### src/rtl/pstage_pkg.sv
package pstage_pkg;

   typedef enum logic [1:0] {
      PM_AUTO      = 2'b00,
      PM_LATCH     = 2'b01,
      PM_TEST      = 2'b10,
      PM_LATCH_ALT = 2'b11
   } prot_mode_e;

   localparam int FLAG_OCP = 0;
   localparam int FLAG_OTE = 1;
   localparam int FLAG_UVP = 2;
   localparam int FLAG_OTW = 3;
   localparam int FLAG_PWM = 4;
   localparam int FLAG_RST = 5;
   localparam int N_ASYNC  = 6;

   function automatic logic mode_is_latching(prot_mode_e m);
      return (m == PM_LATCH) || (m == PM_LATCH_ALT);
   endfunction

endpackage

### src/rtl/pg_sync.sv
module pg_sync #(
   parameter int WIDTH  = 1,
   parameter int STAGES = 2
) (
   input  logic             clk,
   input  logic             rst_n,
   input  logic [WIDTH-1:0] d,
   output logic [WIDTH-1:0] q
);
   logic [WIDTH-1:0] stg [STAGES];

   if (STAGES < 2) begin : g_bad_stages
      $error("pg_sync: STAGES must be at least 2");
   end

   for (genvar i = 0; i < STAGES; i++) begin : g_stage
      always_ff @(posedge clk or negedge rst_n) begin
         if (!rst_n)      stg[i] <= '0;
         else if (i == 0) stg[i] <= d;
         else             stg[i] <= stg[(i > 0) ? i-1 : 0];
      end
   end

   assign q = stg[STAGES-1];
endmodule

### src/rtl/pg_edge.sv
module pg_edge #(
   parameter bit RISE = 1'b1
) (
   input  logic clk,
   input  logic rst_n,
   input  logic lvl,
   output logic pulse
);
   logic prev;

   always_ff @(posedge clk or negedge rst_n) begin
      if (!rst_n) prev <= 1'b0;
      else        prev <= lvl;
   end

   if (RISE) begin : g_rise
      assign pulse = lvl & ~prev;
   end else begin : g_fall
      assign pulse = ~lvl & prev;
   end
endmodule

### src/rtl/pg_recover.sv
module pg_recover #(
   parameter int CYCLES = 512
) (
   input  logic clk,
   input  logic rst_n,
   input  logic start,
   input  logic abort,
   input  logic tick,
   output logic busy,
   output logic half_hit
);
   localparam int HALF = CYCLES / 2;
   localparam int CW   = $clog2(CYCLES + 1);

   logic [CW-1:0] cnt;
   logic          adv;

   if (CYCLES < 2 || (CYCLES % 2) != 0) begin : g_bad_cycles
      $error("pg_recover: CYCLES must be even and at least 2");
   end

   assign adv      = busy & tick & ~start & ~abort;
   assign half_hit = adv & (cnt == CW'(HALF - 1));

   always_ff @(posedge clk or negedge rst_n) begin
      if (!rst_n) begin
         busy <= 1'b0;
         cnt  <= '0;
      end else if (start) begin
         busy <= 1'b1;
         cnt  <= '0;
      end else if (abort) begin
         busy <= 1'b0;
         cnt  <= '0;
      end else if (adv) begin
         if (cnt == CW'(CYCLES - 1)) begin
            busy <= 1'b0;
            cnt  <= '0;
         end else begin
            cnt <= cnt + 1'b1;
         end
      end
   end

   // count never reaches the full window while still running
   a_r4_cnt_bound: assert property (@(posedge clk) disable iff (!rst_n)
      busy |-> (cnt < CW'(CYCLES)));
   // idle counter rests at zero
   a_r4_idle_zero: assert property (@(posedge clk) disable iff (!rst_n)
      !busy |-> (cnt == '0));
   // a start always yields a running count from zero
   a_r5_restart: assert property (@(posedge clk) disable iff (!rst_n)
      start |=> (busy && cnt == '0));
endmodule

### src/rtl/pstage_guard.sv
module pstage_guard
   import pstage_pkg::*;
#(
   parameter int RECOV_CYCLES = 512,
   parameter int SYNC_STAGES  = 2,
   parameter bit PWM_RISE     = 1'b1
) (
   input  logic       clk,
   input  logic       rst_n,
   input  logic       stage_rst_n,
   input  logic [1:0] mode_sel,
   input  logic       pwm_in,
   input  logic       flt_ocp,
   input  logic       flt_ote,
   input  logic       flt_otw,
   input  logic       flt_uvp,
   output logic       stage_en,
   output logic       fault_n,
   output logic       warn_n
);
   logic [N_ASYNC-1:0] raw, syn;
   prot_mode_e         mode;
   logic               err_now, rst_s, rst_q, rst_fall;
   logic               pwm_tick, rec_busy, rec_half;
   logic               prot_latch;

   assign raw[FLAG_OCP] = flt_ocp;
   assign raw[FLAG_OTE] = flt_ote;
   assign raw[FLAG_UVP] = flt_uvp;
   assign raw[FLAG_OTW] = flt_otw;
   assign raw[FLAG_PWM] = pwm_in;
   assign raw[FLAG_RST] = stage_rst_n;

   pg_sync #(.WIDTH(N_ASYNC), .STAGES(SYNC_STAGES)) u_sync (
      .clk(clk), .rst_n(rst_n), .d(raw), .q(syn));

   pg_edge #(.RISE(PWM_RISE)) u_pwm_edge (
      .clk(clk), .rst_n(rst_n), .lvl(syn[FLAG_PWM]), .pulse(pwm_tick));

   assign mode     = prot_mode_e'(mode_sel);
   assign rst_s    = syn[FLAG_RST];
   assign err_now  = (syn[FLAG_OCP] | syn[FLAG_OTE] | syn[FLAG_UVP])
                     & (mode != PM_TEST);
   assign rst_fall = rst_q & ~rst_s;

   always_ff @(posedge clk or negedge rst_n) begin
      if (!rst_n) rst_q <= 1'b0;
      else        rst_q <= rst_s;
   end

   pg_recover #(.CYCLES(RECOV_CYCLES)) u_recover (
      .clk(clk), .rst_n(rst_n),
      .start(err_now & (mode == PM_AUTO)),
      .abort(rst_fall),
      .tick(pwm_tick),
      .busy(rec_busy),
      .half_hit(rec_half));

   always_ff @(posedge clk or negedge rst_n) begin
      if (!rst_n)                   prot_latch <= 1'b0;
      else if (err_now)             prot_latch <= 1'b1;
      else if (rst_fall | rec_half) prot_latch <= 1'b0;
   end

   assign stage_en = rst_s & ~prot_latch & ~rec_busy;
   assign fault_n  = ~(prot_latch & rst_s);
   assign warn_n   = ~syn[FLAG_OTW];

   // a qualified fault mutes the stage on the next cycle
   a_r1_fault_mutes: assert property (@(posedge clk) disable iff (!rst_n)
      err_now |=> !stage_en);
   // in latching modes the latch only drops on a reset falling edge
   a_r3_latch_holds: assert property (@(posedge clk) disable iff (!rst_n)
      (prot_latch && mode_is_latching(mode) && !rst_fall) |=> prot_latch);
   // test mode never raises the latch from a clear state
   a_r2_test_no_latch: assert property (@(posedge clk) disable iff (!rst_n)
      (mode == PM_TEST && !prot_latch) |=> !prot_latch);
   // a reset falling edge leaves no latch or count behind unless a fault is live
   a_r6_rst_clears: assert property (@(posedge clk) disable iff (!rst_n)
      (rst_fall && !err_now) |=> (!prot_latch && !rec_busy));
endmodule

### config.mk
export PLATFORM = sky130hd
export DESIGN_NAME = pstage_guard
export DESIGN_NICKNAME = d
export VERILOG_FILES = /design/src/rtl/pstage_pkg.sv /design/src/rtl/pg_sync.sv /design/src/rtl/pg_edge.sv /design/src/rtl/pg_recover.sv /design/src/rtl/pstage_guard.sv
export SDC_FILE = /design/constraint.sdc
export NUM_CORES = 1
export LEC_CHECK = 0
export ABC_AREA = 1
export CORE_ASPECT_RATIO = 0.8
export CORE_UTILIZATION = 53
export CTS_CLUSTER_SIZE = 28
export DETAILED_ROUTE_END_ITERATION = 8
export PLACE_DENSITY = 0.76
export SLEW_MARGIN = 30
export SYNTH_ARGS = -nofsm -noshare
export SYNTH_HDL_FRONTEND = slang
export SYNTH_SLANG_ARGS = --single-unit
### constraint.sdc
create_clock -name clk -period 1.6 [get_ports clk]
set_input_delay 0.32 -clock clk [delete_from_list [all_inputs] [get_ports clk]]
set_output_delay 0.32 -clock clk [all_outputs]
set_load 0.05 [all_outputs]
* Yosys cells after proc, flatten, opt, wreduce, memory -nomap -nowiden *
Cells that the tools add are included.
W data, S select, Z words.

storage, ports and cells
  output and inout port bits = 3
  bits of input ports = 10
  logic and storage cells = 48
  bits in registers = 26

cells by class
  bitwise gates (word level) = 22
  reductions and logical operators = 5
  equal/unequal tests = 3
  multiplexer cells = 10
  $add $sub $neg = 1

operators with widths
  kind                     number
  $mux W10                 4
  $and A1 B1 Y1            11
  $add A10 B1 Y10 const B  1
  $eq A10 B8 Y1 const B    1
  $eq A10 B9 Y1 const B    1
  $not A1 Y1               8
  $mux W1                  6
  $reduce_bool A3 Y1       2
  $or A1 B1 Y1             3
  $logic_not A2 Y1         1
  $ne A2 B2 Y1 const B     1
  $reduce_and A2 Y1        1
  $reduce_bool A2 Y1       1

* Depth between registers and ports, before layout *
Gate-level depths: netlist of the first run.

  depth after elaboration = 11
  depth in mapped cells = 8
  depth with buffers taken out = 8

* Modules after synthesis *
Synthesis of the first run repeated with hierarchy kept, for this count alone.

unflattened totals
  cell total of the unflattened synthesis = 122
  area total of the unflattened synthesis = 1147.4 µm²

by module, submodules not included
  module        cells each  area an instance (µm²)  seq. area each (µm²)  times used
  pg_recover    82          648.1                   275.3                 1
  pg_sync       18          345.3                   300.3                 1
  pstage_guard  19          118.9                   50.0                  1
  pg_edge       3           35.0                    25.0                  1

* Worst setup path before layout of the first run *
No wires, ideal clock.

  kind = flip-flop to output port
  from = register u_recover.busy
  to = output stage_en
  buffers on the path = 0
  slack = -0.218 ns
  arrival = 1.498 ns
  data required time = 1.280 ns
  cell stages (with the launch flop) = 2
  cells stage by stage = dfrtp_1 > nor3_1

between the ends
  longest elaborated chain between the ends = 2

ends and longest elaborated chain
  element                   line                RTL
  start: declaration        pg_recover.sv:9     output logic busy,
  start signal: assignment  pg_recover.sv:27    busy <= 1'b0;
  start signal: assignment  pg_recover.sv:30    busy <= 1'b1;
  start signal: assignment  pg_recover.sv:33    busy <= 1'b0;
  $not A1 Y1                pstage_guard.sv:65  assign stage_en = rst_s & ~prot_latch & ~rec_busy;
  $and A1 B1 Y1             pstage_guard.sv:65
  end: declaration          pstage_guard.sv:17  output logic stage_en,

No other way between the ends.

* Worst setup path after layout of the first run *
Ends and elaborated chain as after synthesis.

==> flow_metrics.tcl, run 1 <==
set metrics [dict create \
    grt_antenna_before_repair 0 \
    status "finished clean" \
    avgSynthCellArea_um2 9.815 \
    final_util_pct 70.91 \
    num_rows 14 \
    slew_violations 0 \
    num_vias 783 \
    pre_cts_slack_ns 0.06429 \
    layout_common_cells "dfrtp_1 (26), nand2_1 (20), inv_1 (15)" \
    overflow 0 \
    grt_max_degree 27 \
    grt_pass1_wl_mm 3.132 \
    h-tree-depth 1 \
    drc_errors 0 \
    die_area_um2 2339 \
    root_buffer "clkbuf_4" \
    p_leak_nw 0.5977 \
    synth-simple-area-share_pct 29.67 \
    start_util_pct 58.56 \
    crit_type "reg2out" \
    vias_per_cell 5.019 \
    grt.total_usage_pct 19.79 \
    arrival_ns 1.22 \
    powerDensity_nw_per_um2 926.3 \
    vdd_ir_drop_max_mv 1.109 \
    crit_path_end_kind "primary output" \
    wl_mm 1.947 \
    cts_resized 0 \
    post_drt_wl_per_cell_um 12.48 \
    clk_pin_slew_ns 0.13 \
    synth_top_family_by_area "simple AND/OR/NAND/NOR gates" \
    ys_types 23 \
    die_h_um 43.46 \
    cts_hold_buf 0 \
    synthXorXnorAreaFrac_pct 0.7692 \
    fin_crit_sh_pct 96.54 \
    relSlewSlack_pct 79.55 \
    setup_viol 0 \
    fmax_ghz 0.6474 \
    syn-instance-count 116 \
    setup.worst_path.start_class "flop" \
    multi_input_area_um2 427.9 \
    syn_area_um2 1139 \
    diodes 0 \
    clockBufferDepth 2 \
    cp_max_fo 4 \
    synth-compound-area-share_pct 5.055 \
    core-area_um2 1944 \
    tritoncts "done" \
    finalClockSkew_ns 0.004749 \
    worstSkewPairLatency_ns 0.33 \
    io_pins 13 \
    gp_congestion 0.8651 \
    fin_crit_ns 1.545 \
    finalWorstSetupSlack_ns 0.05537 \
    register_area_um2 650.6 \
    fillers 139 \
    synth_warnings 0 \
    post-cts-setup-buffers 0 \
    hp-class "in2async" \
    syn-num-nets 127 \
    finalHoldViolCount 0 \
    cts_sinks 26 \
    yosysSeqAreaShare_pct 57.14 \
    grt_pass1_vias 711 \
    synthAdderAreaFrac_pct 1.099 \
    antenna_left 0 \
    layout_commonest_cell "dfrtp_1" \
    first_pass_iters 4 \
    nets 144 \
    drt-initial-drc-count 24 \
    die-width_um 53.82 \
    cts_made_buffers 3 \
    required_ns 1.28 \
    areaGrowthSynthToFinish_pct 21.10 \
    drv_cap 0 \
    dp_hpwl_mm 1.469 \
    ys_ff_latch 26 \
    port-buffer-count 12 \
    worst_slew_pin_slew_ns 0.3067 \
    muxShareOfSynthArea_pct 0 \
    drive_above_1_share_pct 20.45 \
]
[power breakdown]
part | total, W | switching [W] | internal, W
registers | 0.000700 | 0.0000178 | 0.000682
logic | 0.000132 | 0.0000761 | 0.0000563
clock network | 0.000445 | 0.000191 | 0.000254
[worst max-delay path: stages (launching register included)]
cell and delay [ns]:
dfrtp_1 0.48, nor3_4 0.26, buf_12 0.16
[area by class of cell]
cell class / count / area share, %
sequential: 26 / 47.19
multi-input combinational: 73 / 31.03
timing repair buffer: 13 / 11.43
inverter: 16 / 4.356
clock inverter: 1 / 2.178
tap: 24 / 2.178
clock buffer: 3 / 1.633
[final timing paths]
kind	start	end	slack, ns	cells past startpoint
max in group asynchronous	rst_n	u_recover.cnt[1]$_DFFE_PN0P_	1.03	2
worst max register to register	u_recover.cnt[0]$_DFFE_PN0P_	u_recover.cnt[5]$_DFFE_PN0P_	0.14	8
worst min register to register	u_sync.stg[10]$_DFF_PN0_	u_sync.q[4]$_DFF_PN0_	0.36	0
min in group clk	u_sync.stg[10]$_DFF_PN0_	u_sync.q[4]$_DFF_PN0_	0.36	0
worst max-delay path	u_recover.busy$_DFFE_PN0P_	stage_en	0.06	2
worst min-delay path	rst_n	u_sync.q[5]$_DFF_PN0_	0.34	2
[synthesized netlist by cell type]
cell type  instances  share of area (%)
nor2_1             8                2.6
nand3_2            2                1.8
inv_1             15                4.9
dfrtp_1           26                 57
nand3b_1           1               0.66
ha_1               1                1.1
nand2_2            4                2.2
nand2_1           20                6.6
o22ai_1            2                1.1
buf_6              1               0.99
nand4_1            3                1.6
o21ai_1            1               0.44
a21oi_1            5                2.2
nand2_4            1               0.99
nand3_4            1                1.5
o21ai_0            3                1.3
nor2_2             5                2.7
nand3_1            8                3.5
nor2_4             4                4.0
nor3_1             2               0.88
and3_1             1               0.55
xor2_1             1               0.77
inv_2              1               0.33
[flip-flops by register name, indices dropped and copies added, names as in the netlist]
register and count:
u_pwm_edge.prev 1, u_recover.busy 1, u_sync.stg 6, u_recover.cnt 10, rst_q 1, u_sync.q 6, prot_latch 1
[through the flow]
stage / hold slack, ns / total power, W / cell area, um2 / instances / setup TNS (ns)
5_1_grt: 0.3691 / 0.001334 / 1379 / 156 / -0.001940
3_5_place_dp: 0.3355 / 0.0008441 / 1320 / 152 / 0
4_1_cts: 0.3497 / 0.001290 / 1373 / 156 / 0
3_3_place_gp: 0.3314 / 0.0008392 / 1320 / 152 / 0
2_1_floorplan: 0.02441 / 0.0007804 / 1144 / 116 / 0
6_report: 0.3399 / 0.001277 / 1379 / 156 / 0
[cell families (layout without fill, tap and decap cells)]
group / Yosys count / after routing
XOR/XNOR: 1 / 1
AO/OA/AOI/OAI: 11 / 11
AND/OR/NAND/NOR: 60 / 60
flip-flops: 26 / 26
buffers and inverters: 17 / 33
adder cells (fa/ha/maj): 1 / 1
[routing by layer]
metal,global-route usage [%],part of all wire [%],up-vias
li1,-,-,399
met3,7.368,5.4,7
met5,0,0,-
met4,8.421,2.7,0
met1,25.46,47,358
met2,29.88,45,19
Power figures use the tool's default switching activity.
==> run 2, diff against run 1 <==
CAP_MARGIN = 20   (was unset)
==> results of run 2 <==
Final layout, timing and power as in run 1 (identical DEF).
